`src/rtl/hic_pkg.sv`:
```
package hic_pkg;
   localparam int unsigned WORD_W   = 32;
   localparam int unsigned HOPCNT_W = 11;

   typedef logic [WORD_W-1:0] word_t;

   function automatic int unsigned words_for(input int unsigned nbits);
      return (nbits + WORD_W - 1) / WORD_W;
   endfunction
endpackage

```
`src/rtl/hic_status_bank.sv`:
```
module hic_status_bank #(
   parameter int unsigned HOPS   = 12,
   parameter int unsigned NWORDS = 2
) (
   input  logic                               clk,
   input  logic                               rst_n,
   input  logic [HOPS-1:0]                    tx_evt,
   input  logic [HOPS-1:0]                    rx_evt,
   input  logic [HOPS-1:0]                    ovf_evt,
   input  logic [NWORDS-1:0]                  clr_word,
   output logic [3*HOPS-1:0]                  stat_vec,
   output logic [NWORDS*hic_pkg::WORD_W-1:0]  stat_flat
);
   localparam int unsigned NBITS = 3 * HOPS;
   localparam int unsigned PAD   = NWORDS * hic_pkg::WORD_W - NBITS;

   logic [NBITS-1:0] evt_vec;
   logic [NBITS-1:0] stat_q;

   assign evt_vec = {ovf_evt, rx_evt, tx_evt};

   // each bit: clear by its word's read first, then merge this cycle's event
   for (genvar k = 0; k < NBITS; k++) begin : g_bit
      localparam int unsigned WI = k / hic_pkg::WORD_W;
      always_ff @(posedge clk) begin
         if (!rst_n) stat_q[k] <= 1'b0;
         else        stat_q[k] <= (stat_q[k] & ~clr_word[WI]) | evt_vec[k];
      end
   end

   assign stat_vec = stat_q;

   if (PAD > 0) begin : g_pad
      assign stat_flat = {{PAD{1'b0}}, stat_q};
   end else begin : g_nopad
      assign stat_flat = stat_q;
   end
endmodule

```
`src/rtl/hic_enable_bank.sv`:
```
module hic_enable_bank #(
   parameter int unsigned HOPS   = 12,
   parameter int unsigned NWORDS = 1
) (
   input  logic                               clk,
   input  logic                               rst_n,
   input  logic [NWORDS-1:0]                  wr_word,
   input  hic_pkg::word_t                     wdata,
   output logic [2*HOPS-1:0]                  en_vec,
   output logic [NWORDS*hic_pkg::WORD_W-1:0]  en_flat
);
   localparam int unsigned NBITS = 2 * HOPS;
   localparam int unsigned PAD   = NWORDS * hic_pkg::WORD_W - NBITS;

   logic [NBITS-1:0] en_q;

   for (genvar w = 0; w < NWORDS; w++) begin : g_word
      localparam int unsigned LO = w * hic_pkg::WORD_W;
      localparam int unsigned HI = ((LO + hic_pkg::WORD_W) < NBITS) ?
                                   (LO + hic_pkg::WORD_W - 1) : (NBITS - 1);
      always_ff @(posedge clk) begin
         if (!rst_n)          en_q[HI:LO] <= '0;
         else if (wr_word[w]) en_q[HI:LO] <= wdata[HI-LO:0];
      end
   end

   assign en_vec = en_q;

   if (PAD > 0) begin : g_pad
      assign en_flat = {{PAD{1'b0}}, en_q};
   end else begin : g_nopad
      assign en_flat = en_q;
   end
endmodule

```
`src/rtl/hic_arm_ctrl.sv`:
```
module hic_arm_ctrl #(
   parameter int unsigned NWORDS = 2
) (
   input  logic              clk,
   input  logic              rst_n,
   input  logic [NWORDS-1:0] rd_word,
   input  logic              pend_any,
   output logic              armed,
   output logic              irq
);
   logic [NWORDS-1:0] seen_q;
   logic [NWORDS-1:0] seen_nxt;
   logic              armed_q;
   logic              irq_q;
   logic              fire;

   assign seen_nxt = seen_q | rd_word;
   assign fire     = armed_q & pend_any;

   always_ff @(posedge clk) begin
      if (!rst_n) begin
         armed_q <= 1'b1;
         seen_q  <= '0;
         irq_q   <= 1'b0;
      end else begin
         irq_q <= fire;
         if (fire) begin
            armed_q <= 1'b0;
            seen_q  <= '0;
         end else if (!armed_q) begin
            if (&seen_nxt) begin
               armed_q <= 1'b1;
               seen_q  <= '0;
            end else begin
               seen_q  <= seen_nxt;
            end
         end
      end
   end

   assign armed = armed_q;
   assign irq   = irq_q;
endmodule

```
`src/rtl/hop_irq_collector.sv`:
```
module hop_irq_collector #(
   parameter int unsigned HOPS          = 12,
   parameter int unsigned ADDR_W        = 6,
   parameter int unsigned STAT_BASE     = 0,
   parameter int unsigned EN_BASE       = 16,
   parameter int unsigned HOPCNT_ADDR   = 32,
   parameter bit          OVF_BY_RX_EN  = 1'b1
) (
   input  logic              clk,
   input  logic              rst_n,
   input  logic [HOPS-1:0]   tx_evt_i,
   input  logic [HOPS-1:0]   rx_evt_i,
   input  logic [HOPS-1:0]   ovf_evt_i,
   input  logic              rd_en_i,
   input  logic              wr_en_i,
   input  logic [ADDR_W-1:0] addr_i,
   input  logic [31:0]       wdata_i,
   output logic [31:0]       rdata_o,
   output logic              irq_o
);
   import hic_pkg::*;

   localparam int unsigned STAT_WORDS = words_for(3 * HOPS);
   localparam int unsigned EN_WORDS   = words_for(2 * HOPS);
   localparam int unsigned MAP_SIZE   = 1 << ADDR_W;

   if (HOPS < 1 || HOPS >= (1 << HOPCNT_W)) begin : g_bad_hops
      $error("HOPS must fit the hop-count field");
   end
   if (STAT_BASE + STAT_WORDS > EN_BASE) begin : g_bad_stat
      $error("status words overlap enable words");
   end
   if (EN_BASE + EN_WORDS > HOPCNT_ADDR) begin : g_bad_en
      $error("enable words overlap hop-count register");
   end
   if (HOPCNT_ADDR >= MAP_SIZE) begin : g_bad_addr
      $error("hop-count register outside address space");
   end

   logic [STAT_WORDS-1:0]        rd_word;
   logic [EN_WORDS-1:0]          wr_word;
   logic [3*HOPS-1:0]            stat_vec;
   logic [STAT_WORDS*WORD_W-1:0] stat_flat;
   logic [2*HOPS-1:0]            en_vec;
   logic [EN_WORDS*WORD_W-1:0]   en_flat;
   logic [HOPS-1:0]              tx_hit, rx_hit, ovf_hit;
   logic                         pend_any;
   logic                         armed;
   word_t                        rsel;
   word_t                        rdata_q;

   for (genvar w = 0; w < STAT_WORDS; w++) begin : g_rd
      assign rd_word[w] = rd_en_i && (addr_i == ADDR_W'(STAT_BASE + w));
   end
   for (genvar w = 0; w < EN_WORDS; w++) begin : g_wr
      assign wr_word[w] = wr_en_i && (addr_i == ADDR_W'(EN_BASE + w));
   end

   hic_status_bank #(.HOPS(HOPS), .NWORDS(STAT_WORDS)) u_status (
      .clk       (clk),
      .rst_n     (rst_n),
      .tx_evt    (tx_evt_i),
      .rx_evt    (rx_evt_i),
      .ovf_evt   (ovf_evt_i),
      .clr_word  (rd_word),
      .stat_vec  (stat_vec),
      .stat_flat (stat_flat)
   );

   hic_enable_bank #(.HOPS(HOPS), .NWORDS(EN_WORDS)) u_enable (
      .clk     (clk),
      .rst_n   (rst_n),
      .wr_word (wr_word),
      .wdata   (wdata_i),
      .en_vec  (en_vec),
      .en_flat (en_flat)
   );

   // receive enables occupy the low field, transmit enables the high field
   assign tx_hit = stat_vec[HOPS-1:0]      & en_vec[2*HOPS-1:HOPS];
   assign rx_hit = stat_vec[2*HOPS-1:HOPS] & en_vec[HOPS-1:0];

   if (OVF_BY_RX_EN) begin : g_ovf_gated
      assign ovf_hit = stat_vec[3*HOPS-1:2*HOPS] & en_vec[HOPS-1:0];
   end else begin : g_ovf_free
      assign ovf_hit = stat_vec[3*HOPS-1:2*HOPS];
   end

   assign pend_any = |{tx_hit, rx_hit, ovf_hit};

   hic_arm_ctrl #(.NWORDS(STAT_WORDS)) u_arm (
      .clk      (clk),
      .rst_n    (rst_n),
      .rd_word  (rd_word),
      .pend_any (pend_any),
      .armed    (armed),
      .irq      (irq_o)
   );

   always_comb begin
      rsel = '0;
      for (int w = 0; w < STAT_WORDS; w++) begin
         if (addr_i == ADDR_W'(STAT_BASE + w)) rsel = stat_flat[w*WORD_W +: WORD_W];
      end
      for (int w = 0; w < EN_WORDS; w++) begin
         if (addr_i == ADDR_W'(EN_BASE + w)) rsel = en_flat[w*WORD_W +: WORD_W];
      end
      if (addr_i == ADDR_W'(HOPCNT_ADDR)) rsel = {{(WORD_W-HOPCNT_W){1'b0}}, HOPCNT_W'(HOPS)};
   end

   always_ff @(posedge clk) begin
      if (!rst_n)       rdata_q <= '0;
      else if (rd_en_i) rdata_q <= rsel;
   end

   assign rdata_o = rdata_q;
endmodule

```
`config.mk`:
```
export PLATFORM = sky130hd
export DESIGN_NAME = hop_irq_collector
export DESIGN_NICKNAME = d
export VERILOG_FILES = /design/src/rtl/hic_pkg.sv /design/src/rtl/hic_status_bank.sv /design/src/rtl/hic_enable_bank.sv /design/src/rtl/hic_arm_ctrl.sv /design/src/rtl/hop_irq_collector.sv
export SDC_FILE = /design/constraint.sdc
export NUM_CORES = 1
export LEC_CHECK = 0
export ABC_AREA = 1
export CORE_ASPECT_RATIO = 2
export CORE_MARGIN = 10
export CORE_UTILIZATION = 51
export DETAILED_ROUTE_END_ITERATION = 16
export GPL_TIMING_DRIVEN = 0
export PLACE_DENSITY = 0.94
export SLEW_MARGIN = 20
export SYNTH_ARGS = -nofsm -noshare
export SYNTH_HDL_FRONTEND = slang
export SYNTH_SLANG_ARGS = --single-unit
```
`constraint.sdc`:
```
create_clock -name clk -period 2.45 [get_ports clk]
set_input_delay 0.245 -clock clk [delete_from_list [all_inputs] [get_ports clk]]
set_output_delay 0.245 -clock clk [all_outputs]
set_load 0.02 [all_outputs]
```
# == Yosys cells after proc, flatten, opt, wreduce, memory -nomap -nowiden ==
# Index checks and enable logic that the tools add are counted.
# totals
reg_bits,96
in_bits,78
output_inout_bits,33
# op_classes
eq_ne,3
mux,8
n_bitwise,80
n_reduce_logical,7
# op_table
op,n
$mux W32,4
$and A1 B1 Y1,37
$and A12 B12 Y12,3
$or A1 B1 Y1,36
$reduce_or A36 Y1,1
$eq A6 B1 Y1 const B,1
$eq A6 B5 Y1 const B,1
$eq A6 B6 Y1 const B,1
$logic_not A6 Y1,1
$logic_and A1 B1 Y1,3
$mux W1,3
$not A1 Y1,3
$mux W2,1
$or A2 B2 Y2,1
$reduce_and A2 Y1,1
$reduce_or A2 Y1,1

# == Depth between registers and ports, before layout ==
# Gate-level depths: netlist (run 1).
# depth
ltp_word,7
mapped_depth,9
ltp_nobuf,9

# == Cells and area by module ==
# From an unflattened synthesis (run 1), not the netlist that was laid out.
# unflattened
cells_unflattened,826
hier_area_um2,5666.7
# by_module_without_submodules
module,instances,cells_each,area_per_inst_um2,seq_area_each_um2
hop_irq_collector,1,393,2323.5,640.6
hic_status_bank,1,218,1925.6,720.7
hic_enable_bank,1,184,1224.9,480.5
hic_arm_ctrl,1,31,192.7,80.1

# == Least setup slack after synthesis (run 1) ==
# OpenSTA, ideal clock, no wires.
# synth_timing
path_type,in2reg
start,in addr_i[3]
end,"reg u_enable.en_q[16], in the netlist u_enable.en_vec[16]"
setup_time_ns,0.113
t_arrival_ns,1.150
t_required_ns,2.337
path_slack_ns,1.187
cell_stages,8
path_cell_list,nor2_4 nand3_2 nor2_2 inv_2 buf_6 buf_6 nor2_1 nor2_1
# synth_via
elab_chain_len,2
# synth_lines
element,line,text
"start, declared",hop_irq_collector.sv:16,"input logic [ADDR_W-1:0] addr_i,"
$eq A6 B5 Y1,hop_irq_collector.sv:56,assign wr_word[w] = wr_en_i && (addr_i == ADDR_W'(EN_BASE + w));
$logic_and A1 B1 Y1,hop_irq_collector.sv:56,
"end signal, assigned by index",hic_enable_bank.sv:23,else if (wr_word[w]) en_q[HI:LO] <= wdata[HI-LO:0];
"end, declared",hic_enable_bank.sv:15,logic [NBITS-1:0] en_q;
# Every way passes these cells.
# A chain may end at the register's enable or synchronous reset.

# == Worst setup path after layout (run 1) ==
# layout_timing
start,in addr_i[5]
end,"reg u_status.stat_q[17], in the netlist u_status.stat_flat[17]"
# layout_via
elab_chain_len,5
# layout_lines
element,line,text
$logic_not A6 Y1,hop_irq_collector.sv:53,assign rd_word[w] = rd_en_i && (addr_i == ADDR_W'(STAT_BASE + w));
$logic_and A1 B1 Y1,hop_irq_collector.sv:53,
$not A1 Y1,hic_status_bank.sv:27,else stat_q[k] <= (stat_q[k] & ~clr_word[WI]) | evt_vec[k];
$and A1 B1 Y1,hic_status_bank.sv:27,
$or A1 B1 Y1,hic_status_bank.sv:27,
"end signal, assigned by index",hic_status_bank.sv:27,
"end, declared",hic_status_bank.sv:18,logic [NBITS-1:0] stat_q;
# Every way passes these cells.

==> results.sh, run 1 <==
export IMPL_synth_largest_area_cell="dfxtp_1"
export IMPL_synth_top_area_share_pct=50.4
export IMPL_clk_insertion_delay_late_ns=0.35
export IMPL_drt_initial_drc_count=305
export IMPL_numCtsBuffers=9
export IMPL_fin_setup_tns_ns=0
export IMPL_syn_area_mm2=0.00381
export IMPL_ant_nets=0
export IMPL_vias=4022
export IMPL_cts_resized=0
export IMPL_post_route_drc_count=0
export IMPL_grt_pass1_vias=4052
export IMPL_gr_total_overflow=0
export IMPL_yosys_warnings=0
export IMPL_r2r_start="u_status.stat_flat[16]"
export IMPL_dieArea_mm2=0.0115
export IMPL_postCtsSetupBuffers=0
export IMPL_ys_seq_elements=96
export IMPL_ir_drop_v=0.000463
export IMPL_max_freq_mhz=527
export IMPL_arrival_ns=2.11
export IMPL_initial_utilization_pct=52.5
export IMPL_total_power_mw=3.24
export IMPL_tightest_slew_ns=0.591
export IMPL_crit_start="addr_i[5]"
export IMPL_drt_total_wl_um=13400
export IMPL_dpl_worst_slack_ns=0.290
export IMPL_die_w_um=81.1
export IMPL_grt_pass1_wl_um=20400
export IMPL_finalHoldViolCount=0
export IMPL_nets=719
export IMPL_yosysUniqueCellTypes=23
export IMPL_placed_area_mm2=0.00494
export IMPL_cts_root_buf="clkbuf_16"
export IMPL_synth_area_top_cells="dfxtp_1 (50%), nand2_1 (16%), nor2_1 (9.3%)"
export IMPL_wl_per_cell_um=18.2
export IMPL_status="finished clean"
export IMPL_cp_start_kind="input pin"
export IMPL_yosysSeqAreaShare_pct=50.4
export IMPL_clk_path_buf_depth=2
export IMPL_hold_path_class="in -> reg"
export IMPL_cp_max_fo=10
export IMPL_design_core_area_mm2=0.00727
export IMPL_grt_max_degree=16
export IMPL_fp_dieH_um=142
export IMPL_num_antenna_cells=0
export IMPL_grtUsageTotal_pct=23.3
export IMPL_maxCapViolCount=0
export IMPL_end_kind="register"
export IMPL_period_share_pct=77.5
export IMPL_path_clk_slew_ns=0.06
export IMPL_rows=44
export IMPL_p_leak_nw=2.11
export IMPL_place_hpwl_um=10800
export IMPL_antenna_found_initial=0
export IMPL_setup_viol=0
export IMPL_synth_net_count=607
export IMPL_vias_per_cell=5.46
export IMPL_crit_required_ns=2.67
export IMPL_cts_hold_buf=0
export IMPL_drtPass1Iterations=5
export IMPL_drv_slew=0
export IMPL_utilization_pct=71.7
export IMPL_pin_count=111
export IMPL_min_from="rd_en_i"
export IMPL_timing_final_crit_period_ns=1.90
export IMPL_layout_drive_gt1_share_pct=6.20
export IMPL_cts_tree="built"
export IMPL_fin_ws_ns=0.552
export IMPL_crit_type="in -> reg"
export IMPL_htreeDepth=3
export IMPL_fill_cells=615
export IMPL_final_area_mm2=0.00521
export IMPL_rsz0062_at_grt="no"
export IMPL_clock_sinks=96
export IMPL_p_per_area_mw_per_mm2=621
export IMPL_gp_congestion=0.953
export IMPL_syn_avg_cell_area_um2=7.21
export IMPL_synthCells=529
export IMPL_slew_headroom_pct=60.6
export IMPL_area_delta_synth_final_pct=36.7
export IMPL_skew_ns=0.00584
export IMPL_io_buffers=101
-- through the flow --
step / std cells / hold WS (ns)
floorplan: 529 / 0.362
global placement: 722 / 0.453
detailed placement: 722 / 0.456
CTS: 737 / 0.353
global route: 737 / 0.403
finish: 737 / 0.382
-- sequential cells by signal (all words and copies together), names as in the netlist --
register,flops
rdata_o,32
u_status.stat_flat,36
u_arm.irq,1
u_arm.seen_q,2
u_arm.armed,1
u_enable.en_vec,24
-- power by group --
group / internal (mW) / leakage [nW] / switching, mW
registers: 1.61 / 0.786 / 0.0521
logic: 0.144 / 1.20 / 0.129
clock network: 0.714 / 0.132 / 0.587
total: 2.47 / 2.11 / 0.768
-- Yosys cell counts, drive strengths merged --
cell / count
a21oi: 75
a31oi: 2
buf: 12
clkbuf: 16
dfxtp: 96
inv: 16
nand2: 165
nand3: 4
nand4: 7
nor2: 99
nor3: 1
o21ai: 36
-- layout make-up --
cell class	count	area [um2]	share of cell area, %
flip-flops and latches	96	1920	36.9
multi-input cells	389	1690	32.4
repair buffers	101	1010	19.4
clock buffers	11	243	4.66
plain buffers	28	141	2.71
well taps	92	115	2.21
inverters	16	60.1	1.15
clock inverters	4	30.0	0.576
-- layer usage --
layer | GRT usage (%) | wire length, um
met5 | 0 | 0
met1 | 21.7 | 4470
met4 | 14.2 | 812
met3 | 5.89 | 899
met2 | 43.0 | 7260
-- kinds of logic (layout without fill, tap and decap cells) --
family                 after synthesis  after routing  synth area share, %
flip-flops                          96             96                 50.4
AO/OA/AOI/OAI                      113            113                 15.4
buffers and inverters               44            160                 5.28
AND/OR/NAND/NOR                    276            276                 28.9
-- cell usage in the layout (no fill, tap or decap), drive strengths merged --
cell type	n
inv	17
clkinv	2
o21ai	36
a31oi	2
nand3	4
buf	12
nand4	7
clkinvlp	1
clkbuf	27
a21oi	75
nor3	1
clkdlybuf4s50	101
nor2	99
nand2	165
dfxtp	96
-- worst max-delay path: stages --
cell and delay (ns):
clkdlybuf4s50_1 0.53, nor2_2 0.30, nand4_2 0.32, clkbuf_1 0.39, a21oi_1 0.26, nor2_1 0.07
-- path summary, 6_finish.rpt --
kind,cells past startpoint,slack (ns),endpoint
hold / removal,3,0.38,rdata_o[21]
setup / recovery,6,0.55,u_status.stat_flat[17]
setup reg to reg,7,1.07,u_arm.seen_q[0]
hold reg to reg,2,0.46,rdata_o[12]
Power figures use the tool's default switching activity.
==> run 2, diff against run 1 <==
--- a/config.mk
+++ b/config.mk
@@ -8,10 +8,10 @@
 export ABC_AREA = 1
 export CORE_ASPECT_RATIO = 2
 export CORE_MARGIN = 10
-export CORE_UTILIZATION = 51
+export CORE_UTILIZATION = 47
 export DETAILED_ROUTE_END_ITERATION = 16
 export GPL_TIMING_DRIVEN = 0
-export PLACE_DENSITY = 0.94
+export PLACE_DENSITY = 0.88
 export SLEW_MARGIN = 20
 export SYNTH_ARGS = -nofsm -noshare
 export SYNTH_HDL_FRONTEND = slang
==> constraint.sdc (replaced) <==
create_clock -name clk -period 1.8 [get_ports clk]
set_input_delay 0.18 -clock clk [delete_from_list [all_inputs] [get_ports clk]]
set_output_delay 0.18 -clock clk [all_outputs]
set_load 0.02 [all_outputs]
==> results.sh, run 2 (same netlist as run 1, synthesis figures left out) <==
export IMPL_total_power_mw=4.71
export IMPL_place_hpwl_um=10600
export IMPL_timing_final_crit_period_ns=1.66
export IMPL_clk_insertion_delay_late_ns=0.35
export IMPL_rsz0062_at_grt="yes"
export IMPL_nets=719
export IMPL_crit_family="simple AND/OR/NAND/NOR gates"
export IMPL_postCtsSetupBuffers=0
export IMPL_cts_root_buf="clkbuf_16"
export IMPL_rows=46
export IMPL_grt_pass1_vias=4051
export IMPL_gr_total_overflow=0
export IMPL_crit_required_ns=2.07
export IMPL_worst_r2r_setup_slack_ns=0.44
export IMPL_maxCapViolCount=0
export IMPL_crit_type="in -> reg"
export IMPL_finalHoldViolCount=0
export IMPL_tightest_slew_ns=0.573
export IMPL_hold_path_class="in -> reg"
export IMPL_layout_drive_gt1_share_pct=6.36
export IMPL_setup_viol=0
export IMPL_ant_nets=0
export IMPL_drtPass1Iterations=5
export IMPL_mostFrequentLayoutCell="nand2_1"
export IMPL_post_route_drc_count=0
export IMPL_clk_path_buf_depth=2
export IMPL_design_core_area_mm2=0.00794
export IMPL_initial_utilization_pct=48.0
export IMPL_crit_top_cell="nand2_1"
export IMPL_cts_tree="built"
export IMPL_final_cell_mix="nand2_1 (164), clkdlybuf4s50_1 (101), dfxtp_1 (96)"
export IMPL_fin_setup_tns_ns=0
export IMPL_vias=3983
export IMPL_path_clk_slew_ns=0.06
export IMPL_cts_hold_buf=0
export IMPL_gp_congestion=0.940
export IMPL_vias_per_cell=5.38
export IMPL_holdWs_ns=0.345
export IMPL_path_cells="clkdlybuf4s50_1 -> nor2_2 -> nand2_2 -> nor3_4 -> buf_4 -> nand2_1 -> nand2_1 -> nand2_1 -> a21oi_1"
export IMPL_cts_resized=0
export IMPL_num_antenna_cells=0
export IMPL_arrival_ns=1.93
export IMPL_status="finished clean"
export IMPL_clock_sinks=96
export IMPL_wl_per_cell_um=17.7
export IMPL_fp_dieH_um=147
export IMPL_crit_slowest_cell="clkdlybuf4s50_1"
export IMPL_crit_path_max_incr_delay_ns=0.44
export IMPL_dieArea_mm2=0.0123
export IMPL_area_delta_synth_final_pct=38.4
export IMPL_htreeDepth=3
export IMPL_p_per_area_mw_per_mm2=892
export IMPL_grt_max_degree=15
export IMPL_max_freq_mhz=603
export IMPL_ir_drop_v=0.000601
export IMPL_pin_count=111
export IMPL_largest_register_ffs=36
export IMPL_crit_buf_inv=2
export IMPL_drv_slew=0
export IMPL_p_leak_nw=2.14
export IMPL_grtUsageTotal_pct=20.8
export IMPL_slew_headroom_pct=61.8
export IMPL_grt_pass1_wl_um=20500
export IMPL_drt_total_wl_um=13100
export IMPL_cp_start_kind="input pin"
export IMPL_period_share_pct=92.1
export IMPL_die_w_um=83.7
export IMPL_drt_initial_drc_count=354
export IMPL_skew_ns=0.00509
export IMPL_numCtsBuffers=9
export IMPL_io_buffers=101
export IMPL_cp_max_fo=10
export IMPL_antenna_found_initial=0
export IMPL_end_kind="register"
==> run 2: cell count changes in the layout (fill, tap and decap cells not counted), sizes merged <==
cell / change
clkbuf: +1
inv: -1
bufinv: +2
clkinv: -1
clkinvlp: -1
==> run 2: metal layers <==
metal | vias to the layer above | global-route usage (%) | part of all wire, %
met5 | - | 0 | 0
met4 | 0 | 12.0 | 5.7
met3 | 52 | 4.95 | 6.5
met2 | 201 | 38.8 | 54
met1 | 1808 | 19.8 | 34
li1 | 1922 | - | -
==> run 2: tightest hold or removal path: stages <==
cell      delay [ns]
clkbuf_1        0.26
nand2_1         0.15
a21oi_1         0.05
==> run 2: power by group <==
group / switching (mW) / internal [mW] / total [mW]
Combinational: 0.169 / 0.196 / 0.365
Sequential: 0.0752 / 2.19 / 2.27
Clock: 0.790 / 1.28 / 2.07
Total: 1.03 / 3.67 / 4.71
==> run 2: path summary, 6_finish.rpt <==
kind                                    startpoint               to  depth (start not counted)
worst max-delay path                     addr_i[1]       rdata_o[4]                          9
worst max register to register  u_enable.en_vec[2]  u_arm.seen_q[0]                          9
worst min-delay path                       rd_en_i      rdata_o[21]                          3
worst min register to register          rdata_o[1]       rdata_o[1]                          2
==> run 2: final cells by class <==
class | count | area [um2]
Clock buffer | 12 | 256
Sequential cell | 96 | 1920
Clock inverter | 3 | 65.1
Buffer | 28 | 143
Multi-Input combinational cell | 389 | 1700
Fill cell | 701 | 2670
Timing Repair Buffer | 101 | 1010
Inverter | 16 | 60.1
Tap cell | 96 | 120
==> run 2: per-stage QoR <==
step,worst slack (ns),cells,util (%),instance area (um2)
detailed placement,-0.363,726,62.2,4940
floorplan,0.602,529,-,3810
CTS,0.0114,741,66.3,5270
global route,-0.00351,741,66.4,5280
global placement,-0.261,726,62.2,4940
finish,0.143,741,66.4,5280
